### config.mk
export PLATFORM = sky130hd
export DESIGN_NAME = serial_rx_ctrl
export DESIGN_NICKNAME = d
export VERILOG_FILES = /design/src/rtl/serial_rx_pkg.sv /design/src/rtl/serial_rx_async.sv /design/src/rtl/serial_rx_sync.sv /design/src/rtl/serial_rx_regs.sv /design/src/rtl/serial_rx_ctrl.sv
export SDC_FILE = /design/constraint.sdc
export NUM_CORES = 1
export LEC_CHECK = 0
export BUFFER_PORTS_ARGS = -buffer_cell sky130_fd_sc_hd__buf_2
export CAP_MARGIN = 20
export CORE_MARGIN = 8
export CORE_UTILIZATION = 40
export CTS_CLUSTER_DIAMETER = 40
export DETAILED_ROUTE_END_ITERATION = 12
export PLACE_DENSITY_LB_ADDON = 0.15
export SYNTH_ARGS = -nofsm -noshare
export SYNTH_HDL_FRONTEND = slang
export SYNTH_SLANG_ARGS = --single-unit
export TNS_END_PERCENT = 30
### constraint.sdc
create_clock -name clk -period 1.99 [get_ports clk]
set_input_delay 0.199 -clock clk [delete_from_list [all_inputs] [get_ports clk]]
set_output_delay 0.199 -clock clk [all_outputs]
set_load 0.01 [all_outputs]
### src/rtl/serial_rx_pkg.sv
package serial_rx_pkg;
  localparam int unsigned FRAME_W = 8;
  localparam int unsigned IDX_W   = $clog2(FRAME_W);
  localparam int unsigned B_TRIG  = 0;
  localparam int unsigned B_OVR   = 1;
  localparam int unsigned B_PAR   = 2;

  typedef enum logic [2:0] {ST_IDLE, ST_START, ST_DATA, ST_PAR, ST_STOP} rx_state_e;

  // index of the last data bit for the selected frame length
  function automatic logic [IDX_W-1:0] last_bit_index(input logic len8);
    return len8 ? IDX_W'(FRAME_W - 1) : IDX_W'(FRAME_W - 2);
  endfunction

  // word as presented to software: top bit zeroed for short frames
  function automatic logic [FRAME_W-1:0] frame_word(input logic [FRAME_W-1:0] raw,
                                                    input logic len8);
    logic [FRAME_W-1:0] w;
    w = raw;
    if (!len8) w[FRAME_W-1] = 1'b0;
    return w;
  endfunction

  // 1 when the received parity bit disagrees with the selected sense
  function automatic logic parity_bad(input logic [FRAME_W-1:0] raw, input logic len8,
                                      input logic pbit, input logic odd);
    return (^frame_word(raw, len8)) ^ pbit ^ odd;
  endfunction
endpackage

### src/rtl/serial_rx_async.sv
module serial_rx_async
  import serial_rx_pkg::*;
#(
  parameter int unsigned OSR = 16
) (
  input  logic               clk,
  input  logic               rst_n,
  input  logic               en,
  input  logic               os_tick,
  input  logic               sin,
  input  logic               len8,
  input  logic               par_en,
  output logic               frame_done,
  output logic [FRAME_W-1:0] shift_q,
  output logic               par_bit
);
  localparam int unsigned CNT_W = $clog2(OSR);
  localparam logic [CNT_W-1:0] CNT_MID = CNT_W'(OSR / 2 - 1);
  localparam logic [CNT_W-1:0] CNT_END = CNT_W'(OSR - 1);

  rx_state_e        st;
  logic [CNT_W-1:0] cnt;
  logic [IDX_W-1:0] idx;
  logic             sin_q;

  logic fall_seen, start_mid, bit_strobe;
  assign fall_seen  = sin_q && !sin;
  assign start_mid  = os_tick && (cnt == CNT_MID);
  assign bit_strobe = os_tick && (cnt == CNT_END);
  assign frame_done = en && (st == ST_STOP) && bit_strobe;

  always_ff @(posedge clk or negedge rst_n) begin
    if (!rst_n) begin
      st      <= ST_IDLE;
      cnt     <= '0;
      idx     <= '0;
      sin_q   <= 1'b1;
      shift_q <= '0;
      par_bit <= 1'b0;
    end else begin
      sin_q <= sin;
      if (!en) begin
        st  <= ST_IDLE;
        cnt <= '0;
        idx <= '0;
      end else begin
        unique case (st)
          ST_IDLE: if (fall_seen) begin
            st  <= ST_START;
            cnt <= '0;
          end
          ST_START: if (start_mid) begin
            cnt <= '0;
            idx <= '0;
            st  <= sin ? ST_IDLE : ST_DATA;
          end else if (os_tick) cnt <= cnt + 1'b1;
          ST_DATA: if (bit_strobe) begin
            shift_q[idx] <= sin;
            cnt <= '0;
            if (idx == last_bit_index(len8)) st <= par_en ? ST_PAR : ST_STOP;
            else idx <= idx + 1'b1;
          end else if (os_tick) cnt <= cnt + 1'b1;
          ST_PAR: if (bit_strobe) begin
            par_bit <= sin;
            cnt <= '0;
            st  <= ST_STOP;
          end else if (os_tick) cnt <= cnt + 1'b1;
          ST_STOP: if (bit_strobe) begin
            cnt <= '0;
            st  <= ST_IDLE;
          end else if (os_tick) cnt <= cnt + 1'b1;
          default: st <= ST_IDLE;
        endcase
      end
    end
  end


  done_single_chk: assert property (@(posedge clk) disable iff (!rst_n)
    frame_done |=> !frame_done);


  start_abort_chk: assert property (@(posedge clk) disable iff (!rst_n)
    (en && st == ST_START && start_mid && sin) |=> (st == ST_IDLE));
endmodule

### src/rtl/serial_rx_sync.sv
module serial_rx_sync
  import serial_rx_pkg::*;
(
  input  logic               clk,
  input  logic               rst_n,
  input  logic               active,
  input  logic               bit_tick,
  input  logic               sin,
  output logic               done,
  output logic [FRAME_W-1:0] shift_q
);
  logic [IDX_W-1:0] idx;

  assign done = active && bit_tick && (idx == IDX_W'(FRAME_W - 1));

  always_ff @(posedge clk or negedge rst_n) begin
    if (!rst_n) begin
      idx     <= '0;
      shift_q <= '0;
    end else if (!active) begin
      idx <= '0;
    end else if (bit_tick) begin
      shift_q[idx] <= sin;
      idx          <= done ? '0 : idx + 1'b1;
    end
  end
endmodule

### src/rtl/serial_rx_regs.sv
module serial_rx_regs
  import serial_rx_pkg::*;
(
  input  logic               clk,
  input  logic               rst_n,
  input  logic               rx_en,
  input  logic               sync_mode,
  input  logic               len8,
  input  logic               par_en,
  input  logic               par_odd,
  input  logic               wr_en,
  input  logic               wr_addr,
  input  logic [FRAME_W-1:0] wr_data,
  input  logic               rd_addr,
  input  logic               async_done,
  input  logic [FRAME_W-1:0] async_word,
  input  logic               async_pbit,
  input  logic               sync_done,
  input  logic [FRAME_W-1:0] sync_word,
  output logic [FRAME_W-1:0] rd_data,
  output logic               armed,
  output logic               rx_done
);
  logic               ovr_q, per_q;
  logic [FRAME_W-1:0] buf_q;

  logic ctl_wr, trig_wr, ovr_clr, per_clr, frame_evt, ovr_evt, par_evt;
  assign ctl_wr    = wr_en && (wr_addr == 1'b0);
  assign trig_wr   = ctl_wr && wr_data[B_TRIG];
  assign ovr_clr   = ctl_wr && wr_data[B_OVR];
  assign per_clr   = ctl_wr && wr_data[B_PAR];
  assign frame_evt = async_done || sync_done;
  assign ovr_evt   = async_done && !armed;
  assign par_evt   = async_done && par_en && parity_bad(async_word, len8, async_pbit, par_odd);

  always_ff @(posedge clk or negedge rst_n) begin
    if (!rst_n) begin
      armed   <= 1'b0;
      ovr_q   <= 1'b0;
      per_q   <= 1'b0;
      buf_q   <= '0;
      rx_done <= 1'b0;
    end else begin
      rx_done <= frame_evt;
      if (async_done) buf_q <= frame_word(async_word, len8);
      if (!rx_en) begin
        armed <= 1'b0;
        ovr_q <= 1'b0;
        per_q <= 1'b0;
      end else begin
        if (trig_wr)        armed <= 1'b1;
        else if (frame_evt) armed <= 1'b0;
        if (ovr_evt)        ovr_q <= 1'b1;
        else if (ovr_clr)   ovr_q <= 1'b0;
        if (par_evt)        per_q <= 1'b1;
        else if (per_clr)   per_q <= 1'b0;
      end
    end
  end

  always_comb begin
    rd_data = '0;
    if (rd_addr == 1'b0) begin
      rd_data[B_TRIG] = armed;
      rd_data[B_OVR]  = ovr_q;
      rd_data[B_PAR]  = per_q;
    end else begin
      rd_data = sync_mode ? sync_word : buf_q;
    end
  end


  ovr_set_chk: assert property (@(posedge clk) disable iff (!rst_n)
    (rx_en && async_done && !armed) |=> ovr_q);


  ovr_sticky_chk: assert property (@(posedge clk) disable iff (!rst_n)
    (rx_en && ovr_q && !ovr_clr) |=> ovr_q);


  en_off_clr_chk: assert property (@(posedge clk) disable iff (!rst_n)
    !rx_en |=> (!ovr_q && !per_q && !armed));


  par_set_chk: assert property (@(posedge clk) disable iff (!rst_n)
    (rx_en && par_evt) |=> per_q);


  short_top_chk: assert property (@(posedge clk) disable iff (!rst_n)
    (async_done && !len8) |=> !buf_q[FRAME_W-1]);


  trig_set_chk: assert property (@(posedge clk) disable iff (!rst_n)
    (rx_en && trig_wr) |=> armed);
endmodule

### src/rtl/serial_rx_ctrl.sv
module serial_rx_ctrl
  import serial_rx_pkg::*;
#(
  parameter int unsigned OSR = 16
) (
  input  logic               clk,
  input  logic               rst_n,
  input  logic               rx_en,
  input  logic               sync_mode,
  input  logic               slave_mode,
  input  logic               len8,
  input  logic               par_en,
  input  logic               par_odd,
  input  logic               os_tick,
  input  logic               bit_tick,
  input  logic               sin,
  input  logic               wr_en,
  input  logic               wr_addr,
  input  logic [FRAME_W-1:0] wr_data,
  input  logic               rd_addr,
  output logic [FRAME_W-1:0] rd_data,
  output logic               rdy_n,
  output logic               rx_done
);
  logic               armed, async_on, sync_on;
  logic               async_done, async_pbit, sync_done;
  logic [FRAME_W-1:0] async_word, sync_word;

  assign async_on = rx_en && !sync_mode;
  assign sync_on  = rx_en && sync_mode && armed;
  assign rdy_n    = !(rx_en && sync_mode && slave_mode && armed);

  serial_rx_async #(.OSR(OSR)) u_async (
    .clk(clk), .rst_n(rst_n), .en(async_on), .os_tick(os_tick), .sin(sin),
    .len8(len8), .par_en(par_en), .frame_done(async_done),
    .shift_q(async_word), .par_bit(async_pbit)
  );

  serial_rx_sync u_sync (
    .clk(clk), .rst_n(rst_n), .active(sync_on), .bit_tick(bit_tick), .sin(sin),
    .done(sync_done), .shift_q(sync_word)
  );

  serial_rx_regs u_regs (
    .clk(clk), .rst_n(rst_n), .rx_en(rx_en), .sync_mode(sync_mode), .len8(len8),
    .par_en(par_en), .par_odd(par_odd), .wr_en(wr_en), .wr_addr(wr_addr),
    .wr_data(wr_data), .rd_addr(rd_addr), .async_done(async_done),
    .async_word(async_word), .async_pbit(async_pbit), .sync_done(sync_done),
    .sync_word(sync_word), .rd_data(rd_data), .armed(armed), .rx_done(rx_done)
  );


  rdy_low_chk: assert property (@(posedge clk) disable iff (!rst_n)
    (rx_en && sync_mode && slave_mode && wr_en && !wr_addr && wr_data[B_TRIG]) |=> !rdy_n);


  rx_done_pulse_chk: assert property (@(posedge clk) disable iff (!rst_n)
    rx_done |=> !rx_done);
endmodule

==> impl_metrics.ini, run 1 <==
[run_status]
outcome = finished, final reports clean

[layout]
area_growth_pct = 17.5
design_area_mm2 = 0.00282
fillCellCount = 563
instances_no_fill = 350
antenna_cells = 0
final_layout_size_suffix_gt1_share_pct = 26.5
final_nets = 300

[setup_path]
ff2ff_path_depth = 6
worstSetupPathType = register to register
rr_startpoint = u_async.cnt[0]$_DFFE_PN0P_
path_max_fanout = 4
cp-start-kind = register
worst-endpoint-arrival_ns = 2.06
timing.rr.end = u_async.cnt[3]$_DFFE_PN0P_
worstPathRequired_ns = 2.21
setup.worst_path.end_class = register
timing.reg2reg.setup_slack_ns = 0.15
launching_instance_or_port_of_the_critical_path = u_async.cnt[0]$_DFFE_PN0P_
critPathCapture = u_async.cnt[3]$_DFFE_PN0P_

[floorplanning]
die_width_um = 93.4
num_rows = 28
design.portCount = 32
floorplan.core_area_mm2 = 0.00585
die_area_mm2 = 0.00873
die_h_um = 93.4
start_util_pct = 41.0

[sta]
final.hold.worst_slack_ns = 0.164
fin_skew_ns = 0.00570
final-max-slew-violation-count = 0
final_setup_violating_endpoints = 0
finalHoldViolCount = 0
timing.max_slew.rel_slack_pct = 62.5
clock.fmax_ghz = 0.542
grt_setup_unrepaired = no
fin_tns_setup_ns = 0
layout_worst_path_cycle_share_pct = 92.7
slew_of_the_pin_with_the_lowest_slew_margin_ns = 0.562
min_clock_period_post_route_ns = 1.84

[logic_synthesis]
synth_area_mm2 = 0.00240
synthesis.yosys.warnings = 0
synth-adder-area-share_pct = 2.09
post_synth_xor_area_fraction_pct = 3.65
synth_sequential_area_ratio_pct = 44.9
post_synth_and_or_nand_nor_area_fraction_pct = 22.0
mux_cell_area_share_after_synthesis_pct = 15.9
combinational_family_with_the_most_area_after_synthesis = simple AND/OR/NAND/NOR gates
ys_seq_elements = 43
synthesis.area_per_instance_um2 = 10.1
yosysUniqueCellTypes = 48
syn-num-nets = 264
synth-compound-area-share_pct = 8.92
postSynth.topFlopCell = dfrtp_1
synth-edff-count = 0
share_of_async_settable_or_async_resettable_flops_after_synthesis_pct = 100
synthCells = 238

[drt]
drc_errors = 0
drt-vias-per-instance = 5.17
dr.first_iter.drc_count = 40
route.detailed.wl_per_inst_um = 14.4
num_vias = 1811
drt.antenna.violating_nets = 0
wl_mm = 5.06
detailedRoute.firstPassIterationCount = 4

[hold_path]
hold_start = par_en
hold_path.class = input pin to register

[grt]
globalRouteOverflowTotal = 0
antenna_found_initial = 0
via_count_of_the_first_global_routing_pass = 1859
grt_util_overall_pct = 12.5
grt_first_pass_wirelength_mm = 8.87
grt_start_max_net_pins = 44

[clocking]
ctsLongestPathBuffers = 2
cts_sinks = 43
tritoncts = done
htree_num_levels = 2
ctsRootBufferMaster = clkbuf_8
worst_skew_pair.late_latency_ns = 0.29
cts_buffers = 5
cts.clk_slew.worst_paths_ns = 0.08

[place]
post-place-cells = 340
finalWeightedCongestion = 0.801
post_dp_cell_area_mm2 = 0.00267
detailed_place_hpwl_mm = 3.78
placement.io_buffers = 26

[power_and_ir_drop]
power_per_cell_area_mw_per_mm2 = 647
fin_total_pwr_mw = 1.82
power.ir.vdd_worst_uv = 366
p_leak_nw = 1.32

[job]
max-cap-violations = 0
[cells by family after synthesis]
| family | Yosys count |
|---|---|
| xor+xnor | 10 |
| simple gates | 101 |
| compound gates | 31 |
| mux | 35 |
| flops | 43 |
| buf+inv | 14 |
| fa+ha+maj | 4 |
[worst min-delay path by stage]
stage | endpoint | slack, ns | cells past startpoint
3_5_place_dp | u_sync.idx[0]$_DFFE_PN0P_ | 0.31 | 2
3_3_place_gp | u_sync.idx[0]$_DFFE_PN0P_ | 0.31 | 2
2_1_floorplan | u_async.cnt[0]$_DFFE_PN0P_ | -0.1 | 0
4_1_cts | u_regs.per_q$_DFFE_PN0P_ | 0.15 | 3
6_report | u_regs.per_q$_DFFE_PN0P_ | 0.16 | 3
5_1_grt | u_regs.armed$_DFFE_PN0P_ | 0.17 | 3
[where the power goes]
| part | switching (mW) | internal [mW] | leakage (nW) |
|---|---|---|---|
| clock network | 0.290 | 0.501 | 0.0654 |
| registers | 0.00554 | 0.882 | 0.595 |
| logic | 0.0839 | 0.0597 | 0.657 |
[per-layer routing]
layer	vias up	GRT usage (%)	wire (um)
li1	920	-	-
met1	855	15.0	2290
met2	28	21.3	2480
met3	8	2.88	213
met4	0	4.70	65
met5	-	0	0
[through the flow]
step	util [%]	setup slack, ns
floorplan	-	0.141
global placement	45.6	0.0713
detailed placement	45.6	0.0544
CTS	48.0	0.0346
global route	48.2	0.0160
finish	48.2	0.146
[what timing repair did]
action	in CTS	in global routing
hold buffers	1	0
setup buffers	0	1
endpoints found under the hold margin	33	0
resized for setup	0	1
setup endpoints to repair	0	1
[worst max-delay path, stage by stage (launching register included)]
cell and delay, ns:
dfrtp_1 0.39, ha_2 0.21, nand4b_1 0.12, or3b_4 0.41
nand2_2 0.08, or4b_1 0.43, a31oi_1 0.13
[sequential cells by signal, summed over array words and instances, names as in the netlist]
name             flops
u_async.cnt          4
u_async.idx          3
u_async.par_bit      1
u_async.shift_q      8
u_async.sin_q        1
u_async.st           3
u_regs.armed         1
u_regs.buf_q         8
u_regs.ovr_q         1
u_regs.per_q         1
u_regs.rx_done       1
u_sync.idx           3
u_sync.shift_q       8
[synth_stat cells, drive strengths merged, types with 3 or more instances]
library cell | count | area [um2]
dfrtp | 42 | 1050
nand4 | 4 | 25.0
nor2 | 25 | 93.8
o211ai | 3 | 22.5
clkbuf | 7 | 26.3
nor2b | 11 | 68.8
mux2 | 24 | 270
nand2b | 5 | 31.3
ha | 4 | 50.1
o21ai | 5 | 25.0
nand3b | 5 | 37.5
nand3 | 12 | 60.1
a21oi | 7 | 35.0
nor3 | 3 | 15.0
xnor2 | 9 | 78.8
buf | 5 | 27.5
nand2 | 22 | 85.1
mux2i | 11 | 110
[cell usage in the layout (no fill, tap or decap), types with 2 or more instances in the layout]
cell / Yosys / final
inv_1: 2 / 2
o31ai_1: 2 / 2
xnor2_1: 9 / 9
and3_1: 2 / 2
o21ai_0: 3 / 3
nand2_1: 21 / 21
nor2_1: 25 / 25
o22ai_1: 2 / 2
buf_4: 1 / 14
nor2b_1: 11 / 11
a22o_1: 2 / 2
nand4_1: 4 / 4
mux2i_1: 11 / 11
nor3_1: 3 / 3
nand3_1: 12 / 12
mux2_1: 4 / 4
dfrtp_1: 42 / 42
bufinv_16: 0 / 2
o211ai_1: 3 / 3
a21oi_1: 7 / 7
and2_1: 2 / 2
a31oi_1: 2 / 2
nand2b_1: 5 / 5
clkbuf_8: 0 / 5
mux2_2: 20 / 20
nand3b_1: 5 / 5
o21ai_1: 2 / 2
nor4_1: 2 / 2
buf_2: 4 / 26
ha_1: 4 / 3
[layout make-up]
type	instances	area, um2	area share, %
well taps	75	93.8	3.33
repair buffers	41	245	8.70
multi-input cells	181	1260	44.8
inverters	2	7.51	0.266
flip-flops and latches	43	1080	38.2
clock inverters	2	60.1	2.13
clock buffers	6	72.6	2.57
(Power assumes the default switching activity.)
==> run 2, diff against run 1 <==
--- a/config.mk
+++ b/config.mk
@@ -5,7 +5,7 @@
 export SDC_FILE = /design/constraint.sdc
 export NUM_CORES = 1
 export LEC_CHECK = 0
-export BUFFER_PORTS_ARGS = -buffer_cell sky130_fd_sc_hd__buf_2
+export BUFFER_PORTS_ARGS = -buffer_cell sky130_fd_sc_hd__buf_4
 export CAP_MARGIN = 20
 export CORE_MARGIN = 8
 export CORE_UTILIZATION = 40
==> run 2 against run 1 <==
Sequential share of layout area down 0.085 points. Non-clock buffer count down 4. Register-to-register slack worse by 0.02 ns. First-iteration DRC count up 55%. Combinational power up 3%. Design area up 0.22%. Critical path depth unchanged. Fmax down 1.3%. Clock-buffer cell count up 1. Core utilization up 0.11 points. Setup slack worse by 0.024 ns. Hold slack worse by 0.064 ns.
==> impl_metrics.ini, run 2 (synthesis results as in run 1) <==
[run_status]
outcome = finished, final reports clean

[drt]
route.detailed.wl_per_inst_um = 14.5
drt-vias-per-instance = 5.27
detailedRoute.firstPassIterationCount = 4
dr.first_iter.drc_count = 62
wl_mm = 5.02
drc_errors = 0
num_vias = 1822
drt.antenna.violating_nets = 0

[layout]
layout.core_utilization_pct = 48.3
antenna_cells = 0
area_growth_pct = 17.8
final_nets = 296
top_regs = u_async.shift_q x8, u_regs.buf_q x8, u_sync.shift_q x8
instances_no_fill = 346
layout_common_cells = 42 x dfrtp_1, 36 x buf_4, 25 x nor2_1
fillCellCount = 551
layout_commonest_cell = dfrtp_1
final_layout_size_suffix_gt1_share_pct = 25.8

[hold_path]
timing.hold.worst_path_depth = 1
hold_path.class = input pin to register
hold_start = sin
worst_hold_path.endpoint = u_async.sin_q$_DFF_PN1_

[floorplanning]
floorplan.core_area_mm2 = 0.00585
die_h_um = 93.4
num_rows = 28
die_width_um = 93.4
start_util_pct = 41.0
design.portCount = 32
die_area_mm2 = 0.00873

[sta]
grt_setup_unrepaired = no
fin_skew_ns = 0.00604
layout_worst_path_cycle_share_pct = 93.8
timing.max_slew.rel_slack_pct = 62.4
clock.fmax_ghz = 0.535
slew_of_the_pin_with_the_lowest_slew_margin_ns = 0.564
final.hold.worst_slack_ns = 0.0992
finalHoldViolCount = 0
final-max-slew-violation-count = 0
min_clock_period_post_route_ns = 1.87
final_setup_violating_endpoints = 0
fin_tns_setup_ns = 0

[clocking]
worst_skew_pair.late_latency_ns = 0.30
cts_sinks = 43
tritoncts = done
ctsRootBufferMaster = clkbuf_8
ctsLongestPathBuffers = 2
cts.clk_slew.worst_paths_ns = 0.08
cts_buffers = 5
htree_num_levels = 2

[setup_path]
setup.worst_path.end_class = register
timing.reg2reg.setup_slack_ns = 0.12
path_max_fanout = 4
cp_cell_sequence = ha_2, nand4b_1, or3b_4, nand2_2, or4b_1, a31oi_1
max_stage_delay_ns = 0.42
timing.rr.end = u_async.cnt[3]$_DFFE_PN0P_
cp-start-kind = register
worstSetupPathType = register to register
worst-endpoint-arrival_ns = 2.09
critPathSlowestCell = dfrtp_1
ff2ff_path_depth = 6
worstPathRequired_ns = 2.21
rr_startpoint = u_async.cnt[0]$_DFFE_PN0P_

[grt]
grt_util_overall_pct = 12.6
grt_start_max_net_pins = 44
grt_first_pass_wirelength_mm = 8.87
globalRouteOverflowTotal = 0
antenna_found_initial = 0
via_count_of_the_first_global_routing_pass = 1846

[place]
post-place-cells = 335
detailed_place_hpwl_mm = 3.67
finalWeightedCongestion = 0.819
placement.io_buffers = 26

[job]
max-cap-violations = 0

[power_and_ir_drop]
power_per_cell_area_mw_per_mm2 = 590
fin_total_pwr_mw = 1.67
p_leak_nw = 1.30
power.ir.vdd_worst_uv = 378
==> run 2: cell types whose count changed in the layout (fill, tap and decap cells not counted), sizes merged <==
cell and change:
bufinv -2, buf -4, clkinvlp +1, clkbuf +1
==> run 2: power breakdown <==
| part | total, mW | internal, mW | switching, mW |
|---|---|---|---|
| Sequential | 0.888 | 0.882 | 0.00583 |
| Combinational | 0.149 | 0.0665 | 0.0824 |
| Clock | 0.630 | 0.316 | 0.314 |
| Total | 1.67 | 1.26 | 0.402 |
==> run 2: critical path, delay by kind of cell (launching register included) <==
kind                     cells  cell delay [ns]
AO/OA/AOI/OAI                1             0.13
adder cells (fa/ha/maj)      1             0.22
flip-flops                   1             0.42
AND/OR/NAND/NOR              4             1.02
==> run 2: area by class of cell <==
cell class / instances / area (um2) / area share (%)
multi-input combinational: 181 / 1260 / 44.7
sequential: 43 / 1080 / 38.1
timing repair buffer: 37 / 280 / 9.92
clock buffer: 7 / 96.3 / 3.41
tap: 75 / 93.8 / 3.32
clock inverter: 1 / 7.51 / 0.266
inverter: 2 / 7.51 / 0.266
==> run 2: routing by layer <==
metal  global-route usage [%]  routed length, um
met1                     15.5               2400
met2                     20.4               2320
met3                     3.13                204
met4                     5.23                104
met5                        0                  0
==> run 2: worst max path at each step <==
stage / endpoint / startpoint / slack (ns)
global route: u_async.cnt[3]$_DFFE_PN0P_ / u_async.cnt[0]$_DFFE_PN0P_ / 0.02
CTS: u_async.cnt[3]$_DFFE_PN0P_ / u_async.cnt[0]$_DFFE_PN0P_ / 0.03
floorplan: u_async.cnt[3]$_DFFE_PN0P_ / u_async.cnt[0]$_DFFE_PN0P_ / 0.14
detailed placement: u_async.cnt[3]$_DFFE_PN0P_ / u_async.cnt[0]$_DFFE_PN0P_ / 0.03
finish: u_async.cnt[3]$_DFFE_PN0P_ / u_async.cnt[0]$_DFFE_PN0P_ / 0.12
global placement: u_async.cnt[3]$_DFFE_PN0P_ / u_async.cnt[0]$_DFFE_PN0P_ / 0.08
==> run 2: through the flow <==
step                      worst slack [ns]  instance area [um2]
final                                0.122                 2830
after detailed placement            0.0254                 2690
after CTS                           0.0345                 2810
after global routing                0.0177                 2830
after floorplan                      0.141                 2400
after global placement              0.0778                 2690
==> run 2: what timing repair did <==
action                     in CTS  in global routing
gates resized for setup         0                  1
setup endpoints to repair       0                  1
setup buffers                   0                  2
hold endpoints to repair       42                  0
hold buffers                    1                  0
==> run 3, diff against run 2 <==
==> constraint.sdc (replaced) <==
create_clock -name clk -period 1.8 [get_ports clk]
set_input_delay 0.18 -clock clk [delete_from_list [all_inputs] [get_ports clk]]
set_output_delay 0.18 -clock clk [all_outputs]
set_load 0.01 [all_outputs]
==> run 3 against run 2 <==
The run now ends with negative setup slack left. Largest cell class unchanged. Sequential cell count unchanged. Power rose by 15%. Sequential share of layout area shrank 2.1 points. Critical path type unchanged. Final cell count is 4.9% higher. Fmax is 3.7% higher. Core utilization grew 2.8 points.
==> impl_metrics.ini, run 3 (synthesis results as in run 1) <==
[layout]
antenna_cells = 0
final_layout_size_suffix_gt1_share_pct = 32.3
layout_common_cells = 52 x buf_4, 41 x dfrtp_1, 23 x nor2_1
final_nets = 313
design_area_mm2 = 0.00299
top_regs = u_async.shift_q x8, u_regs.buf_q x8, u_sync.shift_q x8
area_growth_pct = 24.7
layout_commonest_cell = buf_4

[floorplanning]
die_h_um = 93.4
num_rows = 28
die_width_um = 93.4
start_util_pct = 41.0
die_area_mm2 = 0.00873
floorplan.core_area_mm2 = 0.00585
design.portCount = 32

[power_and_ir_drop]
fin_total_pwr_mw = 1.93
p_sw_mw = 0.447
sw_frac_of_total_pct = 23.2
internal-power_mw = 1.48
power.share.clock_pct = 39.4
power.ir.vdd_worst_uv = 360
p_leak_nw = 1.39
comb_power_share_pct = 9.5
power_per_cell_area_mw_per_mm2 = 644
power_frac_seq_pct = 51.1

[grt]
grt_start_max_net_pins = 44
via_count_of_the_first_global_routing_pass = 1951
met2_usage_pct = 22.5
grt_first_pass_wirelength_mm = 9.11
globalRoute.busiestLayer = met2
globalRouteOverflowTotal = 0
antenna_found_initial = 0
global_route.usage.met1_pct = 15.2
grt_util_overall_pct = 12.9
gr_util_met3_pct = 3.45

[hold_path]
hold_path.class = input pin to register
hold_start = sin

[sta]
clock.fmax_ghz = 0.555
setup_slack_ns = -0.00141
final.hold.worst_slack_ns = 0.0838
slew_of_the_pin_with_the_lowest_slew_margin_ns = 0.562
final_setup_violating_endpoints = 1
final-max-slew-violation-count = 0
fin_skew_ns = 0.00666
timing.max_slew.rel_slack_pct = 62.5
grt_setup_unrepaired = yes
min_clock_period_post_route_ns = 1.80
layout_worst_path_cycle_share_pct = 100
finalHoldViolCount = 0

[run_status]
failed_checks = negative setup slack
outcome = complete, but fails checks

[drt]
drt-vias-per-instance = 5.21
num_vias = 1893
dr.first_iter.drc_count = 26
wl_mm = 5.29
drc_errors = 0
route.detailed.wl_per_inst_um = 14.6
drt.antenna.violating_nets = 0
detailedRoute.firstPassIterationCount = 4

[clocking]
tritoncts = done
cts_buffers = 5
ctsLongestPathBuffers = 2
ctsRootBufferMaster = clkbuf_8
cts.clk_slew.worst_paths_ns = 0.08
htree_num_levels = 2
worst_skew_pair.late_latency_ns = 0.29
cts_sinks = 43

[place]
placement.io_buffers = 26
detailed_place_hpwl_mm = 3.96
finalWeightedCongestion = 0.821
post_dp_cell_area_mm2 = 0.00281

[setup_path]
path_max_fanout = 4
timing.reg2reg.setup_slack_ns = -0.001
worstPathRequired_ns = 2.02
worst-endpoint-arrival_ns = 2.02
launching_instance_or_port_of_the_critical_path = u_async.cnt[1]$_DFFE_PN0P_
worstSetupPathType = register to register
cp-start-kind = register
setup.worst_path.end_class = register
rr_startpoint = u_async.cnt[1]$_DFFE_PN0P_

[job]
max-cap-violations = 0
==> run 3: power groups by stage <==
stage / Sequential [mW] / Combinational, mW / Clock [mW]
3_3_place_gp: 1.00 / 0.177 / 0
3_5_place_dp: 1.00 / 0.176 / 0
2_1_floorplan: 0.999 / 0.0871 / 0
6_report: 0.984 / 0.182 / 0.760
4_1_cts: 0.984 / 0.178 / 0.784
5_1_grt: 0.986 / 0.205 / 0.838
==> run 3: path summary, 6_finish.rpt <==
check                                              end  cells after the start
min reg2reg                u_regs.buf_q[3]$_DFFE_PN0N_                      1
max in group asynchronous    u_async.st[0]$_DFFE_PN0P_                      2
max                         u_async.cnt[3]$_DFFE_PN0P_                      6
max reg2reg                 u_async.cnt[3]$_DFFE_PN0P_                      6
min                            u_async.sin_q$_DFF_PN1_                      1
min in group asynchronous     u_regs.ovr_q$_DFFE_PN0P_                      2
==> run 3: through the flow <==
| stage | std cells | setup slack, ns | util (%) | setup TNS [ns] |
|---|---|---|---|---|
| after floorplan | 238 | 0.00197 | - | 0 |
| final | 363 | -0.00141 | 51.1 | -0.00141 |
| after CTS | 360 | -0.00488 | 50.3 | -0.00488 |
| after global routing | 363 | -0.0860 | 51.1 | -0.262 |
| after global placement | 350 | -0.0275 | 48.0 | -0.0275 |
| after detailed placement | 350 | -0.0564 | 48.0 | -0.0564 |
==> run 3: final cells by class <==
class	count	area, um2
inverter	2	7.51
timing repair buffer	54	412
clock inverter	3	43.8
multi-input combinational	181	1290
sequential	43	1080
tap	75	93.8
clock buffer	5	68.8
fill	567	2860
==> run 3: what timing repair did <==
item,in CTS,in global routing
hold endpoints to repair,42,0
buffers inserted,1,3
setup endpoints to repair,2,15
hold buffers,1,0
resized for setup,1,10
pin swaps,2,7
==> run 3: per-layer routing <==
layer / share of wire (%) / vias up
met2: 50 / 18
met5: 0 / -
met3: 4.0 / 4
met1: 46 / 929
met4: 0.79 / 0
li1: - / 942
==> run 3: worst max-delay path, stage by stage, from the launching register on <==
cell and delay, ns:
dfrtp_1 0.39, ha_2 0.21, nand4b_1 0.11, or3b_4 0.39
nand2_2 0.07, or4b_1 0.42, a31oi_1 0.13
